## config.mk

```make
export PLATFORM = sky130hd
export DESIGN_NAME = ldspec_guard
export DESIGN_NICKNAME = d
export VERILOG_FILES = /design/src/rtl/ldspec_pkg.sv /design/src/rtl/ldspec_cmp.sv /design/src/rtl/ldspec_victim.sv /design/src/rtl/ldspec_guard.sv
export SDC_FILE = /design/constraint.sdc
export NUM_CORES = 1
export LEC_CHECK = 0
export ABC_CLOCK_PERIOD_IN_PS = 12600
export BUFFER_PORTS_ARGS = -buffer_cell sky130_fd_sc_hd__buf_4
export CAP_MARGIN = 40
export CORE_ASPECT_RATIO = 0.9
export CORE_UTILIZATION = 60
export CTS_BUF_LIST = sky130_fd_sc_hd__clkbuf_4 sky130_fd_sc_hd__clkbuf_8 sky130_fd_sc_hd__clkbuf_16
export CTS_CLUSTER_DIAMETER = 80
export DETAILED_ROUTE_END_ITERATION = 12
export GPL_TIMING_DRIVEN = 0
export PLACE_DENSITY_LB_ADDON = 0.2
export SYNTH_ARGS = -nofsm -noshare
export SYNTH_HDL_FRONTEND = slang
export SYNTH_HIERARCHICAL = 1
export SYNTH_SLANG_ARGS = --single-unit
```

## constraint.sdc

```tcl
create_clock -name clk -period 12.6 [get_ports clk]
set_input_delay 0 -clock clk [delete_from_list [all_inputs] [get_ports clk]]
set_output_delay 0 -clock clk [all_outputs]
set_load 0.02 [all_outputs]
```

## src/rtl/ldspec_pkg.sv

```systemverilog
package ldspec_pkg;

  // Byte-offset bits dropped before any address comparison.
  localparam int WORD_LSB = 2;

  // Where an insertion lands.
  typedef enum logic [1:0] {
    PICK_SAME  = 2'd0,  // register already present: overwrite its slot
    PICK_FREE  = 2'd1,  // lowest invalid slot
    PICK_EVICT = 2'd2   // table full: round-robin victim
  } pick_e;

endpackage

```

## src/rtl/ldspec_cmp.sv

```systemverilog
// Compare logic for one table slot: register and word-address match.
module ldspec_cmp #(
  parameter int REG_W = 5,
  parameter int WA_W  = 30
) (
  input  logic             ent_vld,
  input  logic [REG_W-1:0] ent_reg,
  input  logic [WA_W-1:0]  ent_wa,
  input  logic [REG_W-1:0] ins_reg,
  input  logic             st_valid,
  input  logic [WA_W-1:0]  st_wa,
  input  logic             chk_valid,
  input  logic [REG_W-1:0] chk_reg,
  output logic             reg_hit,
  output logic             st_hit,
  output logic             chk_hit
);

  always_comb begin
    reg_hit = ent_vld && (ent_reg == ins_reg);
    st_hit  = ent_vld && st_valid && (ent_wa == st_wa);
    chk_hit = ent_vld && chk_valid && (ent_reg == chk_reg);
  end

endmodule

```

## src/rtl/ldspec_victim.sv

```systemverilog
// Picks the slot for an insertion: same register, else free, else round-robin.
module ldspec_victim import ldspec_pkg::*; #(
  parameter int NUM_ENT = 4,
  localparam int IDX_W  = $clog2(NUM_ENT)
) (
  input  logic [NUM_ENT-1:0] ent_vld,
  input  logic [NUM_ENT-1:0] reg_hit,
  input  logic [IDX_W-1:0]   rr_ptr,
  output logic [IDX_W-1:0]   sel,
  output pick_e              pick
);

  logic [IDX_W-1:0] same_idx;
  logic [IDX_W-1:0] free_idx;
  logic [NUM_ENT-1:0] free_vec;

  assign free_vec = ~ent_vld;

  always_comb begin
    same_idx = '0;
    free_idx = '0;
    for (int i = NUM_ENT - 1; i >= 0; i--) begin
      if (reg_hit[i])  same_idx = IDX_W'(i);
      if (free_vec[i]) free_idx = IDX_W'(i);
    end
  end

  always_comb begin
    if (|reg_hit) begin
      pick = PICK_SAME;
      sel  = same_idx;
    end else if (|free_vec) begin
      pick = PICK_FREE;
      sel  = free_idx;
    end else begin
      pick = PICK_EVICT;
      sel  = rr_ptr;
    end
  end

endmodule

```

## src/rtl/ldspec_guard.sv

```systemverilog
// Table of early-issued loads, cleared by matching stores, queried by check.
module ldspec_guard import ldspec_pkg::*; #(
  parameter int NUM_ENT = 4,
  parameter int REG_W   = 5,
  parameter int ADDR_W  = 32
) (
  input  logic              clk,
  input  logic              rst,
  input  logic              ins_valid,
  input  logic [REG_W-1:0]  ins_reg,
  input  logic [ADDR_W-1:0] ins_addr,
  input  logic              st_valid,
  input  logic [ADDR_W-1:0] st_addr,
  input  logic              chk_valid,
  input  logic [REG_W-1:0]  chk_reg,
  output logic              chk_done,
  output logic              chk_replay
);

  localparam int IDX_W = $clog2(NUM_ENT);
  localparam int WA_W  = ADDR_W - WORD_LSB;

  logic [NUM_ENT-1:0]            ent_vld;
  logic [NUM_ENT-1:0][REG_W-1:0] ent_reg;
  logic [NUM_ENT-1:0][WA_W-1:0]  ent_wa;
  logic [IDX_W-1:0]              rr_q;

  logic [WA_W-1:0]    ins_wa;
  logic [WA_W-1:0]    st_wa;
  logic [NUM_ENT-1:0] reg_hit;
  logic [NUM_ENT-1:0] st_hit;
  logic [NUM_ENT-1:0] chk_hit;
  logic [IDX_W-1:0]   sel;
  pick_e              pick;
  logic               ins_st_hit;
  logic               replay_d;
  logic               unused_lowbits;

  assign ins_wa = ins_addr[ADDR_W-1:WORD_LSB];
  assign st_wa  = st_addr[ADDR_W-1:WORD_LSB];
  assign unused_lowbits = ^{ins_addr[WORD_LSB-1:0], st_addr[WORD_LSB-1:0]};

  for (genvar g = 0; g < NUM_ENT; g++) begin : g_slot
    ldspec_cmp #(.REG_W(REG_W), .WA_W(WA_W)) u_cmp (
      .ent_vld  (ent_vld[g]),
      .ent_reg  (ent_reg[g]),
      .ent_wa   (ent_wa[g]),
      .ins_reg  (ins_reg),
      .st_valid (st_valid),
      .st_wa    (st_wa),
      .chk_valid(chk_valid),
      .chk_reg  (chk_reg),
      .reg_hit  (reg_hit[g]),
      .st_hit   (st_hit[g]),
      .chk_hit  (chk_hit[g])
    );
  end

  ldspec_victim #(.NUM_ENT(NUM_ENT)) u_victim (
    .ent_vld(ent_vld),
    .reg_hit(reg_hit),
    .rr_ptr (rr_q),
    .sel    (sel),
    .pick   (pick)
  );

  // A store in the insertion cycle that hits the new word leaves the slot empty.
  assign ins_st_hit = st_valid && (st_wa == ins_wa);

  // Miss, or the hit entry is being killed by a store right now.
  assign replay_d = ~(|chk_hit) | (|(chk_hit & st_hit));

  always_ff @(posedge clk) begin
    if (rst) begin
      ent_vld    <= '0;
      rr_q       <= '0;
      chk_done   <= 1'b0;
      chk_replay <= 1'b0;
    end else begin
      for (int i = 0; i < NUM_ENT; i++) begin
        if (ins_valid && (sel == IDX_W'(i))) begin
          ent_vld[i] <= ~ins_st_hit;
          ent_reg[i] <= ins_reg;
          ent_wa[i]  <= ins_wa;
        end else if (st_hit[i] || chk_hit[i]) begin
          ent_vld[i] <= 1'b0;
        end
      end
      if (ins_valid && (pick == PICK_EVICT)) begin
        rr_q <= (rr_q == IDX_W'(NUM_ENT - 1)) ? '0 : rr_q + IDX_W'(1);
      end
      chk_done   <= chk_valid;
      chk_replay <= chk_valid & replay_d;
    end
  end

endmodule

```

# Word-level counts from Yosys, hierarchy flattened

Index checks and enable logic that the tools add are counted.

Bits in registers: 148
Output and inout port bits: 2

$add $sub $neg: 1
Equal/unequal tests: 18
Muxes and demuxes: 21
Bitwise operators: 7
Reduce and logical (&&, ||, !) cells: 43

Operator list:

| cell                                          | count |
|---|---|
| == test 30 bit                                | 5 |
| == test 5 bit                                 | 8 |
| logical AND 1 bit                             | 26 |
| two-way mux 2 bit                             | 13 |
| OR reduction 4 bit                            | 4 |
| == test 2 bit, second input constant          | 4 |
| two-way mux 1 bit                             | 8 |
| AND reduction 2 bit                           | 4 |
| nonzero test 2 bit                            | 4 |
| bitwise AND 4 bit                             | 1 |
| logical OR 1 bit                              | 4 |
| NOT 4 bit                                     | 1 |
| NOT 1 bit                                     | 3 |
| adder 2 x 1 -> 2 bit, second input constant   | 1 |
| == test 2 x 1 -> 1 bit, second input constant | 1 |
| logical NOT 2 bit                             | 1 |
| bitwise AND 1 bit                             | 1 |
| OR 1 bit                                      | 1 |

# Longest topological paths before layout

Gate-level depths: netlist of run 1.

Word-level depth: 10
Gate-level depth with buffers: 9
Gate-level depth less buffers: 9

# By module

Netlist of run 1, hierarchy kept.

Modules (own cells, without submodules):

| module        | instances | cells each | area an instance (um^2) |
|---|---|---|---|
| ldspec_guard  | 1         | 220        | 4907.2 |
| ldspec_cmp    | 4         | 56         | 450.4 |
| ldspec_victim | 1         | 13         | 81.3 |

# Worst setup path before layout of run 1

Ideal clock, no wire load.

Kind: register -> register
Start: reg ent_reg[6] (netlist name)
End: reg ent_reg[5] (netlist name) (enable)
Library setup time: 0.473 ns
Arrival time: 4.036 ns
Data required time: 12.127 ns
Setup slack: 8.091 ns
Cell stages (with the launch flop): 8
Path buffers: 0
Period minus slack after synthesis: 4.509 ns
Cell sequence: edfxtp_1 > xor2_1 > nor4_1 > and3_1 > nor2_1 > a221oi_1 > nand2_1 > nor3_1

Word-level cells in the longest chain between the ends: 8

Ends and longest elaborated chain:

| what                                     | RTL line            | text |
|---|---|---|
| start: declaration                       | ldspec_guard.sv:24  | `logic [NUM_ENT-1:0][REG_W-1:0] ent_reg;` |
| start signal: indexed assignment         | ldspec_guard.sv:83  | `ent_reg[i] <= ins_reg;` |
| == test 5 bit (*)                        | ldspec_cmp.sv:20    | `reg_hit = ent_vld && (ent_reg == ins_reg);` |
| logical AND 1 bit (*)                    | ldspec_cmp.sv:20    |  |
| net reg_hit[1]                           | ldspec_guard.sv:30  | `logic [NUM_ENT-1:0] reg_hit;` |
| two-way mux 2 bit (2 in a row)           | ldspec_victim.sv:23 | `if (reg_hit[i]) same_idx = IDX_W'(i);` |
| two-way mux 2 bit (*)                    | ldspec_victim.sv:29 | `if (\|reg_hit) begin` |
| net sel[0]                               | ldspec_guard.sv:33  | `logic [IDX_W-1:0] sel;` |
| == test 2 x 1 -> 1 bit (*)               | ldspec_guard.sv:81  | `if (ins_valid && (sel == IDX_W'(i))) begin` |
| logical AND 1 bit (*)                    | ldspec_guard.sv:81  |  |
| AND reduction 2 bit (no source line) (*) | --                  |  |

The timed path passes the listed nets; every way through them passes the cells marked *.
A chain may end at the register's enable or synchronous reset.

# Worst setup path in the final report of run 1

Start: reg ent_reg[13] (netlist name)
End: reg ent_wa[69] (netlist name) (enable)

Word-level cells in the longest chain between the ends: 9

Ends and longest elaborated chain:

| what                                     | RTL line            | text |
|---|---|---|
| == test 5 bit (*)                        | ldspec_cmp.sv:20    |  |
| logical AND 1 bit (*)                    | ldspec_cmp.sv:20    |  |
| net reg_hit[2]                           | ldspec_guard.sv:30  |  |
| two-way mux 2 bit (3 in a row)           | ldspec_victim.sv:23 |  |
| two-way mux 2 bit (*)                    | ldspec_victim.sv:29 |  |
| net sel[1]                               | ldspec_guard.sv:33  |  |
| == test 2 bit (*)                        | ldspec_guard.sv:81  |  |
| logical AND 1 bit (*)                    | ldspec_guard.sv:81  |  |
| AND reduction 2 bit (no source line) (*) | --                  |  |
| end signal: indexed assignment           | ldspec_guard.sv:84  | `ent_wa[i] <= ins_wa;` |
| end: declaration                         | ldspec_guard.sv:25  | `logic [NUM_ENT-1:0][WA_W-1:0] ent_wa;` |

Marks and branches as above.

==> key figures, run 1 <==
Run status
  – Run status: complete, no violations

Routing
  – Vias/cell: 5.49
  – Routed wire length: 14,800 µm
  – DRC viols: 0
  – Post-DRT Antenna Nets: 0
  – DR pass1 iterations: 5
  – Via count: 4,187
  – Wire length per cell: 19.3 µm
  – Initial DRC Count: 306

Power and ir drop
  – Power per cell area: 135 nW/µm²
  – Reg power frac: 0.477
  – Sw Ratio: 0.217
  – Internal power: 0.918 mW
  – Switch Pwr: 0.254 mW
  – Clock power frac: 0.428
  – Leak: 2.99 nW
  – Peak VDD IR: 0.127 mV
  – Combinational Power Share: 0.095

Floorplan
  – Initial Util: 0.623
  – Die area: 11,700 µm²
  – Die height: 103 µm
  – Row cnt: 36
  – Die Wd: 114 µm
  – Top Ports: 81
  – Core area: 10,900 µm²

Critical path
  – Reg2reg end: ent_wa[69]
  – Worst r2r path cells: 8
  – Worst Setup EP: ent_wa[69]
  – WP data required: 12,720 ps
  – Setup CP Type: flip-flop to flip-flop
  – Setup slack, reg-to-reg: 9240 ps
  – Kind of start point of the critical path: flip-flop
  – CP Max Fanout: 19
  – Worst r2r src: ent_reg[13]
  – Critical-path cell list: xor2_1, nor4_1, and3_1, a311oi_1, nor3_1, nand2b_1, nor2_4, buf_16
  – Critical Path AT: 3480 ps
  – Worst setup path startpoint: ent_reg[13]
  – Critical Path Max Stage Delay: 680 ps
  – Worst path slowest cell: nor3_1
  – Worst setup EP type: flip-flop

STA
  – Pins over their slew limit: 0
  – Worst-margin pin slew: 856 ps
  – Setup WS post-layout: 9240 ps
  – Slew margin rel.: 0.425
  – RSZ-0062 raised after global routing: false
  – Period minus WS final: 3360 ps
  – Setup violators final: 0
  – TNS Setup: 0 ps
  – Fmax: 297 MHz
  – Fin. Hold Viols: 0
  – Worst Skew: 7.22 ps
  – Period utilization: 0.267

Synth
  – Synth Register Bits: 148
  – Most frequent cell after synthesis: edfxtp_1
  – Avg Inst Size Synth: 14.9 µm²
  – Top post-synthesis cells by count: edfxtp_1, xor2_1, xnor2_1, nor4_1, nand4_1
  – Async SR Flop Fraction: 0
  – Ys Warns: 6
  – Synthesized net count: 537
  – Mapped Area: 6790 µm²
  – EDFF count, synth: 140
  – Top_reg_cell synth: edfxtp_1
  – Area share of the leading cell type in the synthesized netlist: 0.619
  – Cell taking the most area after synthesis: edfxtp_1
  – Seq/Total Area, Yosys: 0.643
  – Unique masters post-synth: 29
  – Syn Inst Count: 457
  – Largest cells by area after synthesis: edfxtp_1, xor2_1, xnor2_1

Clock tree
  – H-tree depth: 4
  – Max clock buf depth: 2
  – Clock Latency Late Sink: 420 ps
  – Clock transition at path regs: 60 ps
  – Post-CTS repair timing setup buffer count: 0
  – CTS resizes: 0
  – Root buffer cell: clkbuf_16
  – CTS tree: done
  – Cts hold-fix bufs: 38
  – CTS Buf Count: 17
  – CTS Sinks: 148

GRT
  – Gr ovfl total: 0
  – Antenna violations before repair: 0
  – Global-route wire length before repair: 22,800 µm
  – Largest net degree at the start of global routing: 20
  – Vias in the first global route: 4,340
  – GRT Overall Usage: 0.272

Cells and area
  – Max FFs per register: 120
  – Final design utilization: 0.795
  – Share of post-route cells with drive strength above 1: 0.206
  – Antenna diode count: 0
  – Multi-input logic area: 2440 µm²
  – Nets: 679
  – Sequential cell area: 4360 µm²
  – Layout area overhead: 27.7%
  – Fillers: 626
  – Layout Cells excl Fill: 763

Placed design
  – Placed instance count: 694
  – Hpwl dp: 10,400 µm
  – Port Buffers: 75
  – Pre-CTS setup slack: 9200 ps
  – Gpl congestion: 0.830

Worst hold path
  – Hold Crit Class: input port to flip-flop

Flow run
  – Max-cap check violation count: 0
[critical path: cells and delay by family (launching register included)]
kind	cells	cell delay (ps)
xor+xnor	1	180
buf+inv	1	240
compound gates	1	60
flops	1	420
simple gates	5	2160
[worst min path at each step]
stage                 from          to  slack [ps]  depth (start not counted)
2_1_floorplan   ins_reg[0]  ent_reg[0]         100                          0
3_3_place_gp   ins_addr[3]  ent_wa[91]         210                          1
3_5_place_dp   ins_addr[9]  ent_wa[37]         220                          1
4_1_cts           st_valid  ent_vld[0]         200                          5
5_1_grt           st_valid  ent_vld[1]         210                          5
6_report          st_valid  ent_vld[0]         230                          5
[cell families after synthesis]
| family | Yosys count | share of synthesized area |
|---|---|---|
| DFF | 148 | 0.643 |
| and+or+nand+nor | 103 | 0.0934 |
| buffers and inverters | 3 | 0.00184 |
| AOI/OAI and AO/OA | 11 | 0.0136 |
| muxes | 1 | 0.00147 |
| xor gates and xnor gates | 190 | 0.245 |
| adders and majority gates | 1 | 0.00184 |
[cell type report]
cell class	instances	area share
multi-input cells	306	0.281
plain buffers	1	0.000577
flip-flops and latches	148	0.503
repair buffers	123	0.124
inverters	2	0.000866
clock buffers	18	0.0499
clock inverters	13	0.0183
well taps	152	0.0219
[per-layer routing]
| metal | share of wire | up-vias | GRT usage |
|---|---|---|---|
| li1 | - | 1986 | - |
| met1 | 0.42 | 2032 | 0.342 |
| met2 | 0.52 | 155 | 0.469 |
| met3 | 0.056 | 14 | 0.0752 |
| met4 | 0.0089 | 0 | 0.0759 |
| met5 | 0 | - | 0 |
[per-stage QoR]
| step | instance area [µm²] | total power, mW | hold WS (ps) |
|---|---|---|---|
| after floorplan | 6790 | 0.614 | 98.9 |
| after global placement | 7540 | 0.664 | 214 |
| after detailed placement | 7700 | 0.669 | 220 |
| after CTS | 8670 | 1.18 | 200 |
| after global routing | 8670 | 1.21 | 214 |
| final | 8670 | 1.17 | 225 |
[power by group through the flow]
stage / Clock (mW) / Combinational, mW / Sequential, mW
2_1_floorplan: 0 / 0.0452 / 0.569
3_3_place_gp: 0 / 0.0936 / 0.570
3_5_place_dp: 0 / 0.100 / 0.569
4_1_cts: 0.509 / 0.111 / 0.559
5_1_grt: 0.531 / 0.119 / 0.560
6_report: 0.502 / 0.111 / 0.559
[cell usage in the layout (no fill, tap or decap), drive strengths merged, types with 3 or more instances in the layout]
master	synthesis	routed
edfxtp	140	140
xor2	103	103
xnor2	87	87
buf	1	86
dlygate4sd3	0	38
nor4	33	33
nand4	27	27
clkbuf	0	18
nor2	12	12
dfxtp	8	8
clkinv	0	7
nand2	6	6
nand3	5	5
a22o	4	4
and3	4	4
nor3	4	4
inv	2	4
nand3b	3	3
bufinv	0	3
Note: power is estimated with default switching activity, not from simulation.
==> run 2, diff against run 1 <==
- ABC_AREA: unset -> 1
- ABC_CLOCK_PERIOD_IN_PS: 12600 -> 3300
- clock period: 12.6 -> 3.3 ns (I/O delays scaled with it)
==> run 2 against run 1 <==
Against the previous run:
- die area rose by 22%
- synthesized cell count increased by 150%
- routed wire length is 38% higher
- fmax is 10% higher
- critical endpoint is now ent_wa[113]
- largest cell class unchanged
==> key figures, run 2 <==
Run status
  – Run status: complete, no violations

Cells and area
  – Commonest cells after routing, fill and taps aside: nand2_1, inv_1, nor2_1
  – Share of post-route cells with drive strength above 1: 0.108
  – Antenna diode count: 0
  – Fin area: 10,200 µm²
  – Max FFs per register: 120
  – Commonest non-fill, non-tap cell in the layout: nand2_1
  – Layout area overhead: 22.9%
  – Nets: 1,341
  – Fillers: 948

GRT
  – Met2 usage: 0.506
  – Global-route wire length before repair: 32,000 µm
  – Gr ovfl total: 0
  – Met1 usage: 0.375
  – GRT Overall Usage: 0.299
  – GRT busiest layer: met2
  – Met3 Use GR: 0.0704
  – Vias in the first global route: 6,718
  – Antenna violations before repair: 0
  – Largest net degree at the start of global routing: 24

Critical path
  – Reg2reg end: ent_wa[113]
  – Worst path slowest cell: nor2_4
  – Cell repeated most along the worst path: inv_1
  – WP data required: 3430 ps
  – Worst setup EP type: flip-flop
  – Setup slack, reg-to-reg: 250 ps
  – Worst Path Buf+Inv: 4
  – Worst r2r path cells: 12
  – Worst r2r src: ent_vld[3]
  – Critical-path cell list: o21a_1, nand4_1, nor2_1, inv_1, o21ai_0, nand2_1, nand2_1, inv_1, nor3_1, inv_1, nor2_4, buf_16
  – Setup CP Type: flip-flop to flip-flop
  – CP Max Fanout: 18
  – Critical Path Max Stage Delay: 570 ps
  – Critical Path AT: 3180 ps
  – Family with the most delay on the worst path: simple AND/OR/NAND/NOR gates
  – Kind of start point of the critical path: flip-flop

Synth
  – Ys Warns: 6
  – Avg Inst Size Synth: 7.41 µm²
  – Mapped Area: 8340 µm²
  – Async SR Flop Fraction: 0
  – Largest cells by area after synthesis: edfxtp_1, nand2_1, inv_1
  – Area share of the leading cell type in the synthesized netlist: 0.504
  – Largest family of logic cells by synthesized area: simple AND/OR/NAND/NOR gates
  – Top_reg_cell synth: edfxtp_1
  – Synthesized net count: 1,206
  – Synth Area in Compound Gates: 0.0414
  – EDFF count, synth: 140
  – Synth Register Bits: 148
  – Seq/Total Area, Yosys: 0.523
  – Post-Synth Simple-Gate Area: 0.289
  – Most frequent cell after synthesis: nand2_1
  – Syn Inst Count: 1,126
  – Adder-cell share of the synthesized area: 0.00150
  – Mux share of post-synthesis cell area: 0
  – Cell taking the most area after synthesis: edfxtp_1
  – Unique masters post-synth: 25
  – XOR/XNOR share of the synthesized area: 0.0221
  – Top post-synthesis cells by count: nand2_1, inv_1, nor2_1, edfxtp_1, o21ai_0

STA
  – Worst Skew: 8.99 ps
  – Worst-margin pin slew: 720 ps
  – Setup violators final: 0
  – Period minus WS final: 3050 ps
  – RSZ-0062 raised after global routing: false
  – Slew margin rel.: 0.519
  – Fmax: 328 MHz
  – Period utilization: 0.925
  – Pins over their slew limit: 0
  – Fin. Hold Viols: 0

Routing
  – DRC viols: 0
  – Vias/cell: 4.98
  – Initial DRC Count: 577
  – Wire length per cell: 14.1 µm
  – DR pass1 iterations: 6
  – Via count: 7,184
  – Post-DRT Antenna Nets: 0
  – Routed wire length: 20,400 µm

Power and ir drop
  – Power per cell area: 461 nW/µm²
  – Total Power: 4.73 mW
  – Leak: 5.17 nW
  – Peak VDD IR: 0.640 mV

Clock tree
  – CTS resizes: 0
  – CTS tree: done
  – Max clock buf depth: 2
  – CTS Buf Count: 17
  – Clock Latency Late Sink: 430 ps
  – Root buffer cell: clkbuf_16
  – Clock transition at path regs: 60 ps
  – Post-CTS repair timing setup buffer count: 0
  – CTS Sinks: 148
  – H-tree depth: 4

Floorplan
  – Die area: 14,400 µm²
  – Core area: 13,500 µm²
  – Initial Util: 0.620
  – Top Ports: 81
  – Die height: 114 µm
  – Die Wd: 126 µm
  – Row cnt: 40

Placed design
  – Port Buffers: 76
  – Hpwl dp: 14,300 µm
  – Gpl congestion: 0.876
  – DP Area: 9250 µm²

Flow run
  – Max-cap check violation count: 0

Worst hold path
  – Hold Crit Class: input port to flip-flop
  – Worst Hold Path Cells: 4
  – Hold path start: rst
  – Endpoint, Worst Hold: ent_vld[0]
## run 2: changes by cell type after synthesis, moves of 10 or more
cell,change
a21oi_1,+10
inv_1,+263
nand2_1,+404
nand4_1,-22
nor2_1,+162
nor4_1,-29
o21ai_0,+22
o21ai_1,+12
xnor2_1,-74
xor2_1,-95
## run 2: worst register-to-register path, stage by stage, from the launching register on
cell	delay, ps
dfxtp_1	540
o21a_1	180
nand4_1	70
nor2_1	250
inv_1	60
o21ai_0	160
nand2_1	70
nand2_1	110
inv_1	60
nor3_1	300
inv_1	120
nor2_4	570
buf_16	250
## run 2: cells by family after synthesis
logic type | count (synthesis)
compound gates | 61
xor+xnor | 21
fa+ha+maj | 1
buf+inv | 273
flops | 148
simple gates | 622
## run 2: final cells by class
| cell class | count | area, µm² | area share |
|---|---|---|---|
| clock buffers | 18 | 433 | 0.0422 |
| flip-flops and latches | 148 | 4360 | 0.426 |
| inverters | 273 | 1020 | 0.100 |
| multi-input cells | 705 | 2980 | 0.291 |
| well taps | 168 | 210 | 0.0205 |
| clock inverters | 14 | 210 | 0.0205 |
| repair buffers | 116 | 1030 | 0.100 |
## run 2: through the flow
step	TNS [ps]	worst slack, ps	cells	util	hold slack (ps)
after floorplan	0	382	1126	-	98.9
after global placement	-67820	-544	1370	0.678	215
after detailed placement	0	327	1374	0.687	220
after CTS	0	299	1442	0.761	41.0
after global routing	0	70.1	1442	0.761	68.0
final	0	249	1442	0.761	50.3
## run 2: report_power, final
group          switching [mW]  leakage, nW  internal [mW]
combinational           0.295         3.53          0.198
clock                   0.766        0.297           1.34
sequential             0.0234         1.34           2.10
## run 2: what timing repair did
item,4_1_cts,5_1_grt
endpoints found under the hold margin,142,0
setup endpoints to repair,0,0
hold buffers,36,0
## run 2: worst max path at each step
| stage | from | endpoint | slack [ps] | cells past startpoint |
|---|---|---|---|---|
| after floorplan | ent_reg[10] | ent_reg[15] | 380 | 12 |
| after global placement | ent_vld[3] | ent_reg[15] | -540 | 11 |
| after detailed placement | ent_vld[3] | ent_reg[15] | 330 | 12 |
| after CTS | ent_vld[3] | ent_wa[94] | 300 | 12 |
| after global routing | ent_vld[3] | ent_wa[109] | 70 | 12 |
| final | ent_vld[3] | ent_wa[113] | 250 | 12 |
## run 2: per-layer routing
metal  part of all wire  vias to the layer above
met5                  0                        -
met1               0.42                     3212
met3              0.076                       38
li1                   -                     3652
met4              0.021                        0
met2               0.48                      282
